[config.mk]
export PLATFORM = sky130hd
export DESIGN_NAME = acc_core
export DESIGN_NICKNAME = d
export VERILOG_FILES = /design/src/rtl/acc_pkg.sv /design/src/rtl/acc_rst_sync.sv /design/src/rtl/acc_decode.sv /design/src/rtl/acc_alu.sv /design/src/rtl/acc_regs.sv /design/src/rtl/acc_pc.sv /design/src/rtl/acc_core.sv
export SDC_FILE = /design/constraint.sdc
export NUM_CORES = 1
export LEC_CHECK = 0
export ABC_AREA = 1
export BUFFER_PORTS_ARGS = -buffer_cell sky130_fd_sc_hd__buf_4
export CAP_MARGIN = 20
export CORE_MARGIN = 2
export CORE_UTILIZATION = 43
export DETAILED_ROUTE_END_ITERATION = 8
export GPL_TIMING_DRIVEN = 0
export PLACE_DENSITY = 0.73
export SETUP_SLACK_MARGIN = 0.05
export SLEW_MARGIN = 10
export SYNTH_ARGS = -nofsm -noshare
export SYNTH_HDL_FRONTEND = slang
export SYNTH_SLANG_ARGS = --single-unit
[constraint.sdc]
create_clock -name clk_i -period 6.4 [get_ports clk_i]
set_input_delay 0.32 -clock clk_i [delete_from_list [all_inputs] [get_ports clk_i]]
set_output_delay 0.32 -clock clk_i [all_outputs]
set_load 0.05 [all_outputs]
[src/rtl/acc_pkg.sv]
package acc_pkg;

  // Instruction field positions (encoding is fixed at 16 bits)
  localparam int KIND_BIT  = 15;
  localparam int YSEL_BIT  = 12;
  localparam int OP_LSB    = 6;
  localparam int OP_W      = 6;
  localparam int DST_A_BIT = 5;
  localparam int DST_D_BIT = 4;
  localparam int DST_M_BIT = 3;
  localparam int COND_W    = 3;

  // ALU control word, MSB first matches bits 11..6
  typedef struct packed {
    logic clr_x;
    logic inv_x;
    logic clr_y;
    logic inv_y;
    logic add;
    logic inv_out;
  } alu_op_t;

  // Forced control for the immediate kind: x becomes all ones, AND passes y
  localparam alu_op_t OP_PASS_Y = '{clr_x: 1'b1, inv_x: 1'b1, default: 1'b0};

  typedef struct packed {
    logic             compute;
    logic             y_is_mem;
    alu_op_t          op;
    logic             load_a;
    logic             a_from_instr;
    logic             load_d;
    logic             mem_we;
    logic [COND_W-1:0] cond;   // [2]=negative, [1]=zero, [0]=positive
  } decode_t;

endpackage

[src/rtl/acc_rst_sync.sv]
module acc_rst_sync #(
  parameter int STAGES = 2
) (
  input  logic clk_i,
  input  logic rst_ni,
  output logic rst_no
);

  logic [STAGES-1:0] sync_q;
  logic [STAGES-1:0] sync_d;

  always_comb begin
    sync_d = {sync_q[STAGES-2:0], 1'b1};
  end

  always_ff @(posedge clk_i or negedge rst_ni) begin
    if (!rst_ni) begin
      sync_q <= '0;
    end else begin
      sync_q <= sync_d;
    end
  end

  assign rst_no = sync_q[STAGES-1];

endmodule

[src/rtl/acc_decode.sv]
module acc_decode
  import acc_pkg::*;
#(
  parameter int DATA_W = 16
) (
  input  logic [DATA_W-1:0] instr_i,
  output decode_t           dec_o
);

  // Bits 14..13 carry no meaning in either kind
  logic unused_pad;
  assign unused_pad = ^instr_i[KIND_BIT-1:YSEL_BIT+1];

  always_comb begin
    dec_o.compute = instr_i[KIND_BIT];
    if (instr_i[KIND_BIT]) begin
      dec_o.y_is_mem     = instr_i[YSEL_BIT];
      dec_o.op           = alu_op_t'(instr_i[OP_LSB +: OP_W]);
      dec_o.load_a       = instr_i[DST_A_BIT];
      dec_o.a_from_instr = 1'b0;
      dec_o.load_d       = instr_i[DST_D_BIT];
      dec_o.mem_we       = instr_i[DST_M_BIT];
      dec_o.cond         = instr_i[COND_W-1:0];
    end else begin
      dec_o.y_is_mem     = 1'b0;
      dec_o.op           = OP_PASS_Y;
      dec_o.load_a       = 1'b1;
      dec_o.a_from_instr = 1'b1;
      dec_o.load_d       = 1'b0;
      dec_o.mem_we       = 1'b0;
      dec_o.cond         = '0;
    end
  end

endmodule

[src/rtl/acc_alu.sv]
module acc_alu
  import acc_pkg::*;
#(
  parameter int DATA_W = 16
) (
  input  logic [DATA_W-1:0] x_i,
  input  logic [DATA_W-1:0] y_i,
  input  alu_op_t           op_i,
  output logic [DATA_W-1:0] res_o,
  output logic              zero_o,
  output logic              neg_o
);

  localparam int NOPS = 2;

  logic [DATA_W-1:0] raw  [NOPS];
  logic [NOPS-1:0]   clr;
  logic [NOPS-1:0]   inv;
  logic [DATA_W-1:0] cond [NOPS];
  logic [DATA_W-1:0] comb_r;

  assign raw[0] = x_i;
  assign raw[1] = y_i;
  assign clr    = {op_i.clr_y, op_i.clr_x};
  assign inv    = {op_i.inv_y, op_i.inv_x};

  // Same conditioning stage for both operands
  for (genvar g = 0; g < NOPS; g++) begin : g_pre
    logic [DATA_W-1:0] cleared;
    always_comb begin
      cleared = clr[g] ? '0 : raw[g];
      cond[g] = inv[g] ? ~cleared : cleared;
    end
  end

  always_comb begin
    comb_r = op_i.add ? (cond[0] + cond[1]) : (cond[0] & cond[1]);
    res_o  = op_i.inv_out ? ~comb_r : comb_r;
    zero_o = (res_o == '0);
    neg_o  = res_o[DATA_W-1];
  end

endmodule

[src/rtl/acc_regs.sv]
module acc_regs #(
  parameter int DATA_W = 16
) (
  input  logic              clk_i,
  input  logic              rst_ni,
  input  logic              load_a_i,
  input  logic              a_from_instr_i,
  input  logic              load_d_i,
  input  logic [DATA_W-1:0] instr_i,
  input  logic [DATA_W-1:0] alu_res_i,
  output logic [DATA_W-1:0] a_o,
  output logic [DATA_W-1:0] d_o
);

  logic [DATA_W-1:0] a_q, a_d;
  logic [DATA_W-1:0] d_q, d_d;

  always_comb begin
    a_d = a_from_instr_i ? instr_i : alu_res_i;
    d_d = alu_res_i;
  end

  always_ff @(posedge clk_i or negedge rst_ni) begin
    if (!rst_ni) begin
      a_q <= '0;
    end else if (load_a_i) begin
      a_q <= a_d;
    end
  end

  always_ff @(posedge clk_i or negedge rst_ni) begin
    if (!rst_ni) begin
      d_q <= '0;
    end else if (load_d_i) begin
      d_q <= d_d;
    end
  end

  assign a_o = a_q;
  assign d_o = d_q;

  assert_d_hold_R5: assert property (@(posedge clk_i) disable iff (!rst_ni)
    !load_d_i |=> d_q == $past(d_q));

  assert_d_take_R5: assert property (@(posedge clk_i) disable iff (!rst_ni)
    load_d_i |=> d_q == $past(alu_res_i));

  assert_a_hold_R6: assert property (@(posedge clk_i) disable iff (!rst_ni)
    !load_a_i |=> a_q == $past(a_q));

endmodule

[src/rtl/acc_pc.sv]
module acc_pc #(
  parameter int PC_W   = 16,
  parameter int COND_W = 3
) (
  input  logic              clk_i,
  input  logic              rst_ni,
  input  logic [COND_W-1:0] cond_i,
  input  logic              zero_i,
  input  logic              neg_i,
  input  logic [PC_W-1:0]   target_i,
  output logic [PC_W-1:0]   pc_o,
  output logic              take_o
);

  logic [PC_W-1:0] pc_q, pc_d;
  logic            pos;

  always_comb begin
    pos    = !zero_i && !neg_i;
    take_o = (cond_i[2] && neg_i) || (cond_i[1] && zero_i) || (cond_i[0] && pos);
    pc_d   = take_o ? target_i : pc_q + 1'b1;
  end

  always_ff @(posedge clk_i or negedge rst_ni) begin
    if (!rst_ni) begin
      pc_q <= '0;
    end else begin
      pc_q <= pc_d;
    end
  end

  assign pc_o = pc_q;

  assert_jump_target_R8: assert property (@(posedge clk_i) disable iff (!rst_ni)
    take_o |=> pc_q == $past(target_i));

  assert_pc_step_R10: assert property (@(posedge clk_i) disable iff (!rst_ni)
    !take_o |=> pc_q == PC_W'($past(pc_q) + 1'b1));

endmodule

[src/rtl/acc_core.sv]
module acc_core
  import acc_pkg::*;
#(
  parameter int DATA_W = 16
) (
  input  logic              clk_i,
  input  logic              rst_ni,
  input  logic [DATA_W-1:0] instr_i,
  input  logic [DATA_W-1:0] mem_rdata_i,
  output logic              mem_we_o,
  output logic [DATA_W-1:0] mem_wdata_o,
  output logic [DATA_W-2:0] mem_addr_o,
  output logic [DATA_W-1:0] pc_o
);

  localparam int ADDR_W = DATA_W - 1;

  logic              core_rst_n;
  decode_t           dec;
  logic [DATA_W-1:0] a_q, d_q;
  logic [DATA_W-1:0] alu_y, alu_res;
  logic              alu_zero, alu_neg;
  logic              take;

  acc_rst_sync #(.STAGES(2)) u_rst (
    .clk_i  (clk_i),
    .rst_ni (rst_ni),
    .rst_no (core_rst_n)
  );

  acc_decode #(.DATA_W(DATA_W)) u_dec (
    .instr_i (instr_i),
    .dec_o   (dec)
  );

  assign alu_y = dec.y_is_mem ? mem_rdata_i : a_q;

  acc_alu #(.DATA_W(DATA_W)) u_alu (
    .x_i    (d_q),
    .y_i    (alu_y),
    .op_i   (dec.op),
    .res_o  (alu_res),
    .zero_o (alu_zero),
    .neg_o  (alu_neg)
  );

  acc_regs #(.DATA_W(DATA_W)) u_regs (
    .clk_i          (clk_i),
    .rst_ni         (core_rst_n),
    .load_a_i       (dec.load_a),
    .a_from_instr_i (dec.a_from_instr),
    .load_d_i       (dec.load_d),
    .instr_i        (instr_i),
    .alu_res_i      (alu_res),
    .a_o            (a_q),
    .d_o            (d_q)
  );

  acc_pc #(.PC_W(DATA_W), .COND_W(COND_W)) u_pc (
    .clk_i    (clk_i),
    .rst_ni   (core_rst_n),
    .cond_i   (dec.cond),
    .zero_i   (alu_zero),
    .neg_i    (alu_neg),
    .target_i (a_q),
    .pc_o     (pc_o),
    .take_o   (take)
  );

  assign mem_we_o    = dec.mem_we;
  assign mem_wdata_o = alu_res;
  assign mem_addr_o  = a_q[ADDR_W-1:0];

  assert_imm_load_R1: assert property (@(posedge clk_i) disable iff (!core_rst_n)
    !instr_i[KIND_BIT] |=> a_q == $past(instr_i));

  assert_imm_pass_R1: assert property (@(posedge clk_i) disable iff (!core_rst_n)
    !instr_i[KIND_BIT] |-> mem_wdata_o == a_q);

  assert_we_kind_R4: assert property (@(posedge clk_i) disable iff (!core_rst_n)
    mem_we_o |-> instr_i[KIND_BIT] && instr_i[DST_M_BIT]);

  assert_imm_d_R9: assert property (@(posedge clk_i) disable iff (!core_rst_n)
    !instr_i[KIND_BIT] |=> d_q == $past(d_q));

  assert_imm_nojump_R9: assert property (@(posedge clk_i) disable iff (!core_rst_n)
    !instr_i[KIND_BIT] |-> !take);

endmodule

==> flow_summary.yaml, run 1 <==
placed_design:
  gp_congestion: 0.966
  port-buffer-count: 81
  dp_hpwl_mm: 10.9
timing:
  setup-violations-final: 0
  slew_headroom: 0.614
  fin_skew_ns: 0.00371
  worst_pin_slew_ns: 0.579
  slew_violations: 0
  fin_tns_setup_ns: 0
  rsz0062_at_grt: "false"
  max_freq_mhz: 216
  period_minus_slack_ns: 4.63
  finalHoldViolCount: 0
  final.period_utilization: 0.724
cts:
  clockBufferDepth: 2
  insertion_delay_ns: 0.31
  tritoncts: "yes"
  clkTransAtPathRegs_ns: 0.09
  numClockSinks: 50
  cts_root_buf: "clkbuf_8"
  cts_setup_buffers: 0
  ctsHoldBuffers: 1
  h-tree-depth: 2
  cts_resized: 0
  cts_buffers: 5
synthesis:
  netlist_instances: 685
  syn_area_per_cell_um2: 6.48
  synth_edf_count: 0
  yosysTopAreaCell: "dfrtp_1"
  synth_most_common_cell: "nand2_1"
  netlist.area_leader.share: 0.282
  ys_top_cells_by_count: "249 x nand2_1, 75 x inv_1, 59 x nand3_1, 50 x dfrtp_1, 44 x o21ai_0"
  syn_nets: 737
  synth_cell_types: 39
  ys_warn_count: 0
  synth-seq-cells: 50
  yosys-top-cells-area: "dfrtp_1 28%, nand2_1 21%, nand3_1 6.7%, inv_1 6.3%, xor2_1 5.7%"
  ys_async_sr_fraction: 1.00
  synth-main-ff-cell: "dfrtp_1"
  ys_seq_area_frac: 0.282
  synth_area_mm2: 0.00444
worst_setup_path:
  worstSetupPathDepth: 27
  crit_buf_inv: 6
  path_max_fanout: 10
  rr_worst_depth: 22
  critPathCaptureType: "register"
  critical_path_required_ns: 6.61
  critical_path.top_delay_family: "simple AND/OR/NAND/NOR gates"
  slowest_delay_ns: 0.43
  crit_path_start_kind: "input pin"
  arrival_ns: 4.84
  crit_slowest_cell: "clkbuf_1"
  path_common_cell: "nand2_1"
  critPathKind: "in -> reg"
final_layout:
  nNetsFinal: 827
  post-route-util: 0.525
  drive_gt1_frac: 0.161
  syn_to_final_growth_pct: 20.4
  insertedDiodeCount: 0
floorplanning:
  die_w_um: 106
  fp.dieH_um: 106
  core_mm2: 0.0102
  rows: 37
  initial_core_util: 0.436
  ios: 82
  dieArea_mm2: 0.0111
routing:
  antenna_left: 0
  wl_per_cell_um: 14.7
  first_pass_iters: 5
  vias_per_cell: 5.21
  vias: 4756
  routed_wl_mm: 13.4
  drc_errors: 0
  drtIter0Drc: 377
global_routing:
  first_global_vias: 4542
  overflow: 0
  grt_start_max_net_pins: 37
  grt_pass1_wl_mm: 21.9
  grt_usage: 0.246
  antenna_found_initial: 0
power:
  p_leak_nw: 2.93
  p_per_area_mw_per_mm2: 307
  peakVddDrop_v: 0.000171
hold_path:
  hold_class: "reg -> async"
job:
  cap_violations: 0
run_status:
  outcome: "complete, no violations"
-- stage by stage --
step | power [mW] | setup WS, ns | std cells | hold WS (ns) | instance area [µm²]
after floorplan | 1.17 | 2.39 | 685 | 0.0244 | 4440
after global placement | 1.42 | 1.61 | 902 | 0.103 | 5220
after detailed placement | 1.44 | 1.51 | 903 | 0.105 | 5240
after CTS | 1.64 | 1.83 | 912 | 0.180 | 5340
after global routing | 1.77 | 1.30 | 912 | 0.198 | 5340
final | 1.64 | 1.77 | 912 | 0.169 | 5340
-- kinds of logic after synthesis --
family,synth area share
compound gates,0.121
xor+xnor,0.0668
fa+ha+maj,0.0524
buf+inv,0.118
flops,0.282
other cells,0.000845
simple gates,0.359
-- flip-flops by register name, summed over array words and instances, names as in the netlist --
register,count
u_rst.sync_q,2
u_pc.pc_o,16
u_regs.a_o,16
u_regs.d_o,16
-- final cells by class --
class	instances	area, µm²
clock inverter	2	12.5
tap	136	170
multi-input combinational	515	2660
clock buffer	6	82.6
inverter	83	312
buffer	37	211
fill	1042	4840
sequential	50	1250
timing repair buffer	83	638
-- worst paths after layout --
path,slack (ns),start,endpoint
max,1.77,instr_i[15],u_pc.pc_o[10]
min,0.17,u_rst.sync_q[1],u_pc.pc_o[2]
max reg2reg,2.56,u_regs.a_o[0],u_pc.pc_o[10]
min reg2reg,0.17,u_rst.sync_q[1],u_pc.pc_o[2]
max in group asynchronous,5.72,u_rst.sync_q[1],u_pc.pc_o[10]
min in group clk_i,0.22,instr_i[5],u_regs.a_o[15]
-- per-layer routing --
layer / wire, µm / part of all wire / up-vias / track usage
met2: 6500 / 0.49 / 173 / 0.424
met5: 0 / 0 / - / 0
met4: 376 / 0.028 / 0 / 0.0996
met3: 714 / 0.053 / 36 / 0.0377
li1: - / - / 2360 / -
met1: 5790 / 0.43 / 2187 / 0.307
-- report_power, final --
part | internal (mW) | switching, mW
logic | 0.325 | 0.667
registers | 0.388 | 0.0639
clock network | 0.0871 | 0.111
-- cell usage in the layout (no fill, tap or decap), types with 4 or more instances in the layout --
master    netlist  layout
a21oi_1        17      17
buf_2           4       4
buf_4          16      97
clkbuf_1       16      16
clkbuf_8        0       6
dfrtp_1        50      49
ha_1           17      17
inv_1          75      75
inv_2           5       5
nand2_1       249     249
nand3_1        59      59
nand4_1        18      18
nor2_1         26      26
nor3_1          4       4
o211ai_1        7       7
o21a_1         10      10
o21ai_0        44      44
o221ai_1        7       7
xor2_1         29      29
(Power assumes the default switching activity.)
==> run 2, diff against run 1 <==
- ABC_AREA: 1 -> 0
- clock period: 6.4 -> 4.8 ns (I/O delays scaled with it)
==> run 2 against run 1 <==
Net effect: sequential share of layout area fell by 2.2 points; synthesized cell count fell by 16%; count of clock-buffer cells in the layout fell by 1; global-route usage fell by 0.72 points; sequential cell count did not move; power rose by 64%; sequential power rose by 49%; largest cell class unchanged.
==> flow_summary.yaml, run 2 <==
global_routing:
  grt_usage: 0.239
  overflow: 0
  grt_pass1_wl_mm: 22.2
  first_global_vias: 4361
  antenna_found_initial: 0
  grt_start_max_net_pins: 30
power:
  seq_power_share: 0.248
  intPower_mw: 1.40
  combPwrFrac: 0.615
  p_clk_frac: 0.137
  peakVddDrop_v: 0.000363
  p_sw_mw: 1.30
  p_leak_nw: 2.51
  p_per_area_mw_per_mm2: 457
  p_sw_frac: 0.481
floorplanning:
  die_w_um: 110
  ios: 82
  core_mm2: 0.0108
  fp.dieH_um: 110
  rows: 38
  dieArea_mm2: 0.0120
  initial_core_util: 0.442
final_layout:
  insertedDiodeCount: 0
  fillers: 995
  syn_to_final_growth_pct: 23.3
  layout_commonest_cell: "buf_4"
  final_cell_mix: "99 x buf_4, 74 x nand2_1, 49 x dfrtp_1, 39 x xnor2_1, 35 x nor2_1"
  drive_gt1_frac: 0.285
  nNetsFinal: 718
  post-route-util: 0.545
  final_area_mm2: 0.00590
placed_design:
  placed_area_mm2: 0.00561
  dp_hpwl_mm: 11.2
  port-buffer-count: 79
  gp_congestion: 0.922
  dpl_worst_slack_ns: -0.847
synthesis:
  yosysTopAreaCell: "dfrtp_1"
  ys_top_cells_by_count: "74 x nand2_1, 50 x dfrtp_1, 39 x xnor2_1, 36 x nor2_1, 35 x o21ai_0"
  synth-main-ff-cell: "dfrtp_1"
  synth_edf_count: 0
  ys_warn_count: 0
  synth-seq-cells: 50
  synth_cell_types: 73
  netlist.area_leader.share: 0.261
  ys_seq_area_frac: 0.261
  syn_area_per_cell_um2: 8.35
  synth_area_mm2: 0.00479
  ys_async_sr_fraction: 1.00
  yosys-top-cells-area: "dfrtp_1 26%, xnor2_1 7.1%, nand2_1 5.8%, mux2_2 4.5%, ha_1 4.4%"
  syn_nets: 625
  netlist_instances: 573
  synth_most_common_cell: "nand2_1"
hold_path:
  hold_class: "in -> reg"
worst_setup_path:
  crit_path_start_kind: "input pin"
  critPathKind: "in -> reg"
  path_max_fanout: 10
  critical_path_required_ns: 5.01
  critPathCaptureType: "register"
  arrival_ns: 4.78
routing:
  first_pass_iters: 5
  vias_per_cell: 5.70
  drtIter0Drc: 318
  drc_errors: 0
  wl_per_cell_um: 17.7
  antenna_left: 0
  vias: 4603
  routed_wl_mm: 14.3
timing:
  worst_pin_slew_ns: 0.802
  period_minus_slack_ns: 4.57
  final.period_utilization: 0.951
  rsz0062_at_grt: "false"
  fin_tns_setup_ns: 0
  fin_skew_ns: 0.0188
  slew_violations: 0
  finalHoldViolCount: 0
  setup-violations-final: 0
  max_freq_mhz: 219
  setup_ws_ns: 0.234
  slew_headroom: 0.465
  hold_ws_ns: 0.163
job:
  cap_violations: 0
cts:
  cts_buffers: 5
  tritoncts: "yes"
  clockBufferDepth: 2
  cts_root_buf: "clkbuf_8"
  insertion_delay_ns: 0.34
  clkTransAtPathRegs_ns: 0.09
  h-tree-depth: 2
  numClockSinks: 50
run_status:
  outcome: "complete, no violations"
run 2: changes by cell type after synthesis, sizes merged, moves of 10 or more:
cell | previous run | this run
nand2 | 251 | 75
inv | 80 | 15
nand3 | 61 | 10
xnor2 | 3 | 39
mux2 | 0 | 28
xor2 | 30 | 3
nor2b | 0 | 19
a21oi | 17 | 33
a221oi | 0 | 15
mux2i | 0 | 15
o22a | 0 | 14
clkbuf | 16 | 26
run 2: stage by stage:
step / std cells / power, mW
6_report: 807 / 2.70
3_5_place_dp: 793 / 2.28
4_1_cts: 804 / 2.65
3_3_place_gp: 792 / 2.24
5_1_grt: 807 / 2.85
2_1_floorplan: 573 / 1.85
run 2: path summary, 6_finish.rpt:
kind / slack [ns] / cells past startpoint / from / endpoint
max in group asynchronous: 4.03 / 1 / u_rst.sync_q[1] / u_regs.a_o[10]
max: 0.23 / 18 / instr_i[8] / u_pc.pc_o[5]
min reg2reg: 0.23 / 0 / u_rst.sync_q[1] / u_regs.a_o[1]
min in group asynchronous: 0.23 / 0 / u_rst.sync_q[1] / u_regs.a_o[1]
max reg2reg: 0.33 / 15 / u_regs.a_o[0] / u_pc.pc_o[5]
min: 0.16 / 3 / instr_i[13] / u_regs.a_o[13]
run 2: metal layers:
metal	global-route usage	routed length [µm]	share of wire
met4	0.0687	226	0.016
met1	0.300	6280	0.44
met2	0.418	6930	0.49
met5	0	0	0
met3	0.0415	835	0.059
run 2: timing repair:
action	4_1_cts	5_1_grt
setup buffers	2	3
pin swaps	2	5
hold buffers	1	0
resized for setup	6	27
endpoints found under the hold margin	2	0
endpoints found under the setup margin	16	16
run 2: layout make-up:
type                    count  area (µm²)  area share
clock buffers               5        68.8      0.0117
well taps                 140         175      0.0297
flip-flops and latches     50        1250       0.212
plain buffers              52         293      0.0496
inverters                  16        61.3      0.0104
clock inverters             3        68.8      0.0117
repair buffers             86         664       0.113
multi-input cells         455        3320       0.562
run 2: cells by family after synthesis:
family                   Yosys count  synth area share
AND/OR/NAND/NOR                  194             0.201
AO/OA/AOI/OAI                    157             0.238
buffers and inverters             68            0.0698
flip-flops                        50             0.261
multiplexers                      43             0.104
XOR/XNOR                          42            0.0768
adder cells (fa/ha/maj)           18            0.0486
other                              1          0.000783
run 2: power by group through the flow:
stage                     logic (mW)  clock network (mW)  registers (mW)
after floorplan                0.994                   0           0.852
after global placement          1.57                   0           0.672
after detailed placement        1.60                   0           0.676
after CTS                       1.61               0.373           0.667
after global routing            1.77               0.390           0.688
final                           1.66               0.368           0.670
run 2: worst max-delay path, cell delays in order:
cell       delay, ns
buf_4           0.13
nor2b_1         0.12
clkbuf_2        0.15
and2_2          0.25
buf_2           0.18
a221oi_1        0.31
o22a_1          0.22
ha_1            0.34
a21o_1          0.20
a21oi_1         0.38
a211oi_1        0.15
a211oi_2        0.46
and4_1          0.27
o2111ai_1       0.26
nand4bb_1       0.34
o221ai_4        0.28
buf_6           0.17
mux2_2          0.33
==> run 3, diff against run 2 <==
- BUFFER_PORTS_ARGS: -buffer_cell sky130_fd_sc_hd__buf_4 -> -buffer_cell sky130_fd_sc_hd__buf_2
- CORE_UTILIZATION: 43 -> 58
- PLACE_DENSITY: 0.73 -> 0.91
==> run 3 against run 2 <==
Net effect: via count is 4.1% higher; critical path type unchanged; design area is 5.1% lower; global-route usage is 7.8 points higher; final cell count is 4.5% lower; sequential power is 0.9% lower; first-iteration DRC count is 11% higher; power is 5.7% lower; worst hold slack better by 0.020 ns; clock skew is 0.0080 ns lower.
==> flow_summary.yaml, run 3 (same netlist as run 2, synthesis figures left out) <==
cts:
  cts_root_buf: "clkbuf_8"
  h-tree-depth: 2
  clockBufferDepth: 2
  numClockSinks: 50
  cts_buffers: 5
  tritoncts: "yes"
  clkTransAtPathRegs_ns: 0.09
  insertion_delay_ns: 0.31
worst_setup_path:
  critPathLaunch: "instr_i[8]"
  arrival_ns: 4.83
  rr_worst_depth: 15
  critical_path_required_ns: 4.99
  r2r-start: "u_regs.a_o[0]"
  crit_path_start_kind: "input pin"
  crit_path_end: "u_pc.pc_o[1]"
  r2r_end: "u_pc.pc_o[1]"
  r2r_slack_ns: 0.33
  critPathKind: "in -> reg"
  critPathCaptureType: "register"
  path_max_fanout: 8
timing:
  period_minus_slack_ns: 4.63
  setup_ws_ns: 0.166
  fin_tns_setup_ns: 0
  slew_headroom: 0.483
  finalHoldViolCount: 0
  fin_skew_ns: 0.0108
  max_freq_mhz: 216
  final.period_utilization: 0.965
  rsz0062_at_grt: "true"
  slew_violations: 0
  setup-violations-final: 0
  worst_pin_slew_ns: 0.775
floorplanning:
  initial_core_util: 0.592
  dieArea_mm2: 0.00900
  fp.dieH_um: 94.9
  rows: 33
  core_mm2: 0.00809
  die_w_um: 94.9
  ios: 82
job:
  cap_violations: 0
placed_design:
  dp.cells: 758
  dpl_worst_slack_ns: -0.686
  placed_area_mm2: 0.00537
  gp_congestion: 0.931
  dp_hpwl_mm: 10.7
  port-buffer-count: 79
power:
  p_per_area_mw_per_mm2: 454
  p_leak_nw: 2.41
  seq_power_share: 0.261
  p_clk_frac: 0.118
  p_sw_frac: 0.502
  fin_total_pwr_mw: 2.54
  peakVddDrop_v: 0.000173
  combPwrFrac: 0.621
  intPower_mw: 1.27
  p_sw_mw: 1.28
routing:
  drtIter0Drc: 354
  vias_per_cell: 6.22
  first_pass_iters: 6
  vias: 4792
  antenna_left: 0
  routed_wl_mm: 13.9
  wl_per_cell_um: 18.0
  drc_errors: 0
final_layout:
  fin_cells: 771
  final_area_mm2: 0.00560
  insertedDiodeCount: 0
  layout_commonest_cell: "buf_2"
  syn_to_final_growth_pct: 17.0
  drive_gt1_frac: 0.278
  final_cell_mix: "87 x buf_2, 74 x nand2_1, 49 x dfrtp_1, 39 x xnor2_1, 35 x nor2_1"
  nNetsFinal: 717
global_routing:
  grt_pass1_wl_mm: 22.5
  grt_usage: 0.316
  overflow: 0
  first_global_vias: 4661
  antenna_found_initial: 0
  grt_start_max_net_pins: 35
run_status:
  outcome: "complete, no violations"
hold_path:
  hold_class: "reg -> async"
[run 3: stage by stage]
step                       util  hold WS [ns]
after floorplan               -       -0.0556
after detailed placement  0.663        0.0273
after global routing      0.692         0.192
after CTS                 0.681         0.190
final                     0.692         0.183
after global placement    0.661        0.0248
[run 3: layer usage]
metal	GRT usage	up-vias	share of wire
met4	0.117	0	0.031
met3	0.0431	48	0.077
met2	0.547	247	0.48
met1	0.402	2256	0.41
met5	0	-	0
li1	-	2241	-
[run 3: how the worst min path moves through the flow]
| stage | start | end | slack, ns | cells after the start |
|---|---|---|---|---|
| floorplan | rst_ni | u_rst.sync_q[0] | -0.06 | 0 |
| global placement | rst_ni | u_rst.sync_q[0] | 0.02 | 1 |
| detailed placement | rst_ni | u_rst.sync_q[0] | 0.03 | 1 |
| global route | instr_i[4] | u_regs.a_o[4] | 0.19 | 3 |
| CTS | u_rst.sync_q[1] | u_regs.a_o[2] | 0.19 | 0 |
| finish | u_rst.sync_q[1] | u_regs.a_o[2] | 0.18 | 0 |
[run 3: area by class of cell]
class                      count  area [µm²]
buffer                        52         289
clock buffer                   7        76.3
clock inverter                 1        30.0
fill                         646        2490
inverter                      16        61.3
multi-input combinational    455        3300
sequential                    50        1250
tap                          105         131
timing repair buffer          85         459
[run 3: power by group through the flow]
stage               sequential (mW)  clock (mW)  combinational, mW
floorplan                     0.852           0              0.994
global route                  0.683       0.318               1.69
detailed placement            0.670           0               1.52
finish                        0.664       0.300               1.58
global placement              0.664           0               1.47
CTS                           0.661       0.300               1.53
[run 3: repair_timing]
item,4_1_cts,5_1_grt
pin swaps,1,3
hold buffers,1,0
setup endpoints to repair,16,16
cloned,0,0
endpoints found under the hold margin,2,0
setup buffers,1,3
resized for setup,6,20
[run 3: worst max-delay path, stage by stage]
cell and delay (ns):
buf_2 0.13, nor2b_1 0.13, clkbuf_2 0.17, and2_1 0.24, a221oi_2 0.29, o22a_1 0.25, ha_4 0.19, inv_1 0.06
fa_1 0.40, and2b_1 0.25, o2111ai_2 0.19, a21o_1 0.25, o2111a_1 0.25, a221o_1 0.33, or4_4 0.55, and2_1 0.18
o221ai_4 0.22, buf_6 0.17, mux2_2 0.34
